### config.mk
export PLATFORM = sky130hd
export DESIGN_NAME = wide_div_chain
export DESIGN_NICKNAME = d
export VERILOG_FILES = /design/src/rtl/wdc_pkg.sv /design/src/rtl/wdc_rst_sync.sv /design/src/rtl/wdc_slice.sv /design/src/rtl/wdc_cascade_gate.sv /design/src/rtl/wide_div_chain.sv
export SDC_FILE = /design/constraint.sdc
export NUM_CORES = 1
export LEC_CHECK = 0
export ABC_CLOCK_PERIOD_IN_PS = 1500
export BUFFER_PORTS_ARGS = -buffer_cell sky130_fd_sc_hd__buf_4
export CORE_AREA = 2 2 92 77
export CTS_CLUSTER_SIZE = 24
export DETAILED_ROUTE_END_ITERATION = 8
export DIE_AREA = 0 0 94 79
export GPL_TIMING_DRIVEN = 0
export SLEW_MARGIN = 10
export SYNTH_ARGS = -nofsm -noshare
export SYNTH_HDL_FRONTEND = slang
export SYNTH_SLANG_ARGS = --single-unit
export TNS_END_PERCENT = 100
### constraint.sdc
create_clock -name clk_i -period 1.5 [get_ports clk_i]
set_input_delay 0.3 -clock clk_i [delete_from_list [all_inputs] [get_ports clk_i]]
set_output_delay 0.3 -clock clk_i [all_outputs]
set_load 0.01 [all_outputs]
### src/rtl/wdc_pkg.sv
`timescale 1ns/1ps
package wdc_pkg;
  localparam int unsigned DEF_SLICE_W  = 8;
  localparam int unsigned DEF_N_SLICES = 4;
  localparam int unsigned SYNC_STAGES  = 2;

  typedef enum logic {
    MODE_COUNT  = 1'b0,
    MODE_DIVIDE = 1'b1
  } chain_mode_e;
endpackage

### src/rtl/wdc_rst_sync.sv
`timescale 1ns/1ps
module wdc_rst_sync #(
  parameter int unsigned STAGES = 2
) (
  input  logic clk_i,
  input  logic rst_ni,
  output logic rst_sync_no
);
  logic [STAGES-1:0] sync_q;
  logic [STAGES-1:0] sync_d;

  always_comb begin
    sync_d = {sync_q[STAGES-2:0], 1'b1};
  end

  always_ff @(posedge clk_i or negedge rst_ni) begin
    if (!rst_ni) sync_q <= '0;
    else         sync_q <= sync_d;
  end

  assign rst_sync_no = sync_q[STAGES-1];
endmodule

### src/rtl/wdc_slice.sv
`timescale 1ns/1ps
module wdc_slice #(
  parameter int unsigned SLICE_W = 8
) (
  input  logic               clk_i,
  input  logic               rst_ni,
  input  logic               cnt_en_ni,
  input  logic               load_ni,
  input  logic [SLICE_W-1:0] preset_i,
  output logic [SLICE_W-1:0] q_o,
  output logic               tc_no
);
  logic [SLICE_W-1:0] q_q;
  logic [SLICE_W-1:0] q_d;
  logic               upd;

  always_comb begin
    q_d = q_q;
    upd = 1'b0;
    if (!load_ni) begin
      q_d = preset_i;
      upd = 1'b1;
    end else if (!cnt_en_ni) begin
      q_d = q_q + {{(SLICE_W-1){1'b0}}, 1'b1};
      upd = 1'b1;
    end
  end

  always_ff @(posedge clk_i or negedge rst_ni) begin
    if (!rst_ni)  q_q <= '0;
    else if (upd) q_q <= q_d;
  end

  assign q_o   = q_q;
  assign tc_no = ~(&q_q);
endmodule

### src/rtl/wdc_cascade_gate.sv
`timescale 1ns/1ps
module wdc_cascade_gate #(
  parameter int unsigned N_SLICES = 4
) (
  input  logic [N_SLICES-1:0] tc_ni,
  input  logic                cnt_en_i,
  input  logic                div_en_i,
  input  logic                load_i,
  output logic [N_SLICES-1:0] ce_no,
  output logic                load_no,
  output logic                chain_tc_no
);
  logic [N_SLICES:0] block_n;
  logic              any_tc_high;

  assign block_n[0] = ~cnt_en_i;

  for (genvar k = 0; k < N_SLICES; k++) begin : g_prefix
    assign ce_no[k]     = block_n[k];
    assign block_n[k+1] = block_n[k] | tc_ni[k];
  end

  assign any_tc_high = |tc_ni;
  assign chain_tc_no = any_tc_high;
  assign load_no     = ~(load_i | (div_en_i & cnt_en_i & ~any_tc_high));
endmodule

### src/rtl/wide_div_chain.sv
`timescale 1ns/1ps
module wide_div_chain #(
  parameter int unsigned SLICE_W  = wdc_pkg::DEF_SLICE_W,
  parameter int unsigned N_SLICES = wdc_pkg::DEF_N_SLICES
) (
  input  logic                        clk_i,
  input  logic                        rst_ni,
  input  logic                        cnt_en_i,
  input  logic                        div_mode_i,
  input  logic                        load_i,
  input  logic [SLICE_W*N_SLICES-1:0] preset_i,
  output logic [SLICE_W*N_SLICES-1:0] count_o,
  output logic                        chain_tc_no
);
  import wdc_pkg::*;

  localparam int unsigned W = SLICE_W * N_SLICES;

  chain_mode_e         mode;
  logic                div_en;
  logic                rst_sync_n;
  logic [N_SLICES-1:0] tc_n;
  logic [N_SLICES-1:0] ce_n;
  logic                load_n;

  assign mode   = chain_mode_e'(div_mode_i);
  assign div_en = (mode == MODE_DIVIDE);

  wdc_rst_sync #(.STAGES(SYNC_STAGES)) u_rst_sync (
    .clk_i       (clk_i),
    .rst_ni      (rst_ni),
    .rst_sync_no (rst_sync_n)
  );

  wdc_cascade_gate #(.N_SLICES(N_SLICES)) u_gate (
    .tc_ni       (tc_n),
    .cnt_en_i    (cnt_en_i),
    .div_en_i    (div_en),
    .load_i      (load_i),
    .ce_no       (ce_n),
    .load_no     (load_n),
    .chain_tc_no (chain_tc_no)
  );

  for (genvar k = 0; k < N_SLICES; k++) begin : g_slice
    wdc_slice #(.SLICE_W(SLICE_W)) u_slice (
      .clk_i     (clk_i),
      .rst_ni    (rst_sync_n),
      .cnt_en_ni (ce_n[k]),
      .load_ni   (load_n),
      .preset_i  (preset_i[k*SLICE_W +: SLICE_W]),
      .q_o       (count_o[k*SLICE_W +: SLICE_W]),
      .tc_no     (tc_n[k])
    );
  end

  logic [W-1:0] unused_w;
  assign unused_w = count_o;
endmodule

==> impl_metrics.json <==
{
  "outcome": "complete, but fails checks",
  "violations": "negative setup slack",
  "reg2reg_depth": 6,
  "r2r_slack_ns": -0.26,
  "synthTopCellsByArea": "dfrtp_1, a21oi_1, xor2_1, nor2_1, nand4_1",
  "synth.area.mux_share_pct": 2.12,
  "synthAdderAreaFrac_pct": 2.65,
  "grtUsageTotal_pct": 18.5,
  "crit_fanout": 3,
  "power.leakage_uw": 0.00142,
  "areaGrowthSynthToFinish_pct": 87.4,
  "clockBufferDepth": 2,
  "totalWireLength_mm": 6.36,
  "final_common_cell": "buf_4",
  "syn_area_per_cell_um2": 9.32,
  "dp_slack_ns": -0.427,
  "grt_start_max_net_pins": 33,
  "final_cell_mix": "buf_4, nor2_4, dfrtp_1, nand4_1, xor2_1",
  "finalWorstSetupSlack_ns": -0.296,
  "min_path_cells": 3,
  "htree_num_levels": 2,
  "cts.sinks": 34,
  "place_congestion": 0.853,
  "drtIter0Drc": 78,
  "fp.dieW_um": 94,
  "worst_pin_slew_ns": 0.714,
  "max_freq_mhz": 557,
  "critPathKind": "register to output port",
  "cp_cell_sequence": "ha_4, nand4_1, nor2_4, nand3_2, buf_6",
  "crit_arrival_ns": 1.50,
  "synth_nets": 244,
  "cp_num_buf_inv": 1,
  "grt_pass1_vias": 2067,
  "dp_hpwl_mm": 4.02,
  "rsz0062_at_grt": "yes",
  "die_area_um2": 7430,
  "insertion_delay_ns": 0.29,
  "row_count": 27,
  "yosys.area.top_type_share_pct": 45.0,
  "dr.pass1.iters": 4,
  "instances_no_fill": 400,
  "maxCapViolations": 0,
  "synthXorXnorAreaFrac_pct": 13.0,
  "drv_slew": 0,
  "setup_tns_ns": -7.31,
  "postSynthCellCount": 203,
  "power_density_nw_per_um2": 776,
  "ios": 70,
  "synth_top_family_by_area": "simple AND/OR/NAND/NOR gates",
  "initial_core_util_pct": 28.7,
  "overflow": 0,
  "ant_nets": 0,
  "setup_viol": 33,
  "yosysWarnings": 0,
  "seq_area_frac_synth_pct": 45.0,
  "worstSetupPathDepth": 5,
  "slew_headroom_pct": 52.4,
  "clock-root-buffer": "clkbuf_8",
  "crit_family": "simple AND/OR/NAND/NOR gates",
  "final.period_utilization_pct": 120,
  "start_kind": "register",
  "timing.hold.ws_ns": 0.244,
  "ir_worst_vdd_v": 0.000429,
  "worstSetupEndpointType": "output port",
  "clk_pin_slew_ns": 0.08,
  "wl_per_cell_um": 15.9,
  "netlist_area_um2": 1890,
  "period_needed_ns": 1.80,
  "cp_slowest_stage_delay_ns": 0.41,
  "drc": 0,
  "die_h_um": 79,
  "nets": 353,
  "grt_pass1_wl_mm": 10.6,
  "synthSimpleGateAreaFrac_pct": 25.9,
  "yosysTopAreaCell": "dfrtp_1",
  "port_buffers": 68,
  "min_path_type": "input port to register",
  "synth_seq_cells": 34,
  "synth-compound-area-share_pct": 9.33,
  "critPathRequiredTime_ns": 1.20,
  "numCtsBuffers": 5,
  "cts_tree": "yes",
  "crit_slowest_cell": "dfrtp_1",
  "finalHoldViolations": 0,
  "drive_above_1_share_pct": 62.0,
  "antenna_cells": 0,
  "finClkSkew_ns": 0.00955,
  "num_vias": 1964,
  "dpl.cell_count": 358,
  "vias_per_cell": 4.91,
  "antenna_found_initial": 0,
  "core-area_um2": 6590,
  "synth_cell_types": 26
}
==> worst paths after layout <==
check	end	from
worst max-delay path	chain_tc_no	g_slice[1].u_slice.q_o[1]
worst min-delay path	g_slice[1].u_slice.q_o[1]	preset_i[9]
worst max register to register	g_slice[3].u_slice.q_o[1]	g_slice[2].u_slice.q_o[5]
worst min register to register	g_slice[3].u_slice.q_o[4]	u_rst_sync.sync_q[1]
max in group asynchronous	g_slice[0].u_slice.q_o[6]	u_rst_sync.sync_q[1]
min in group asynchronous	g_slice[3].u_slice.q_o[4]	u_rst_sync.sync_q[1]
==> worst reg2reg max path: stages, from the launching register on <==
cell and delay [ns]:
dfrtp_1 0.36, nand4_1 0.23, buf_4 0.22, or3_4 0.41, nor2_4 0.15, mux2i_1 0.20, a21oi_1 0.08
==> synthesized netlist by cell type <==
cell type	instances
and2_1	1
ha_1	4
nor4_2	1
nand4_2	1
conb_1	1
inv_1	2
mux2i_1	4
xor2_1	18
a41oi_2	1
nand4_4	1
nor3_1	2
xnor2_1	10
and4_2	1
a21oi_1	32
and3_1	5
nor4_4	1
nor2_1	36
nand4_1	18
nor4_1	3
buf_2	1
or3_1	1
clkbuf_1	6
dfrtp_1	34
nor3_2	2
nand3_1	7
nand2_1	10
==> final cells by class <==
type	instances	area, µm²
buffer	6	119
clock buffer	7	86.3
clock inverter	1	5.00
fill	588	3040
inverter	2	7.51
multi-input combinational	160	1480
sequential	34	858
tap	87	109
timing repair buffer	103	880
==> through the flow <==
stage | power [µW] | util, % | area, µm²
global route | 2890 | 53.8 | 3550
CTS | 2710 | 52.0 | 3420
finish | 2750 | 53.8 | 3550
detailed placement | 1740 | 39.7 | 2620
global placement | 1730 | 39.7 | 2610
floorplan | 1450 | - | 1990
==> flip-flops by register name, indices dropped and copies added, names as in the netlist <==
name                 cells
g_slice.u_slice.q_o     32
u_rst_sync.sync_q        2
==> power breakdown <==
part           switching (µW)  internal, µW
sequential                139          1010
combinational             417           471
clock                     347           370
total                     903          1850
==> metal layers <==
layer,wire length [µm],track usage (%),vias to the layer above
li1,-,-,939
met1,2830,25.0,962
met2,3120,30.3,57
met3,343,3.98,6
met4,66,4.93,0
met5,0,0,-
==> cells by family (layout without fill, tap and decap cells) <==
| family | count (synthesis) | in the layout |
|---|---|---|
| AND/OR/NAND/NOR | 90 | 90 |
| flip-flops | 34 | 34 |
| AO/OA/AOI/OAI | 33 | 33 |
| XOR/XNOR | 28 | 28 |
| buffers and inverters | 9 | 119 |
| adder cells (fa/ha/maj) | 4 | 4 |
| multiplexers | 4 | 4 |
| other | 1 | 1 |
==> what timing repair did <==
item,CTS,global route
hold buffers,1,0
cloned,3,0
buffers inserted,30,2
endpoints found under the setup margin,33,33
hold endpoints to repair,2,0
pin swaps,11,4
resized for setup,89,27
No activity file was read; power rests on OpenSTA's default activity.
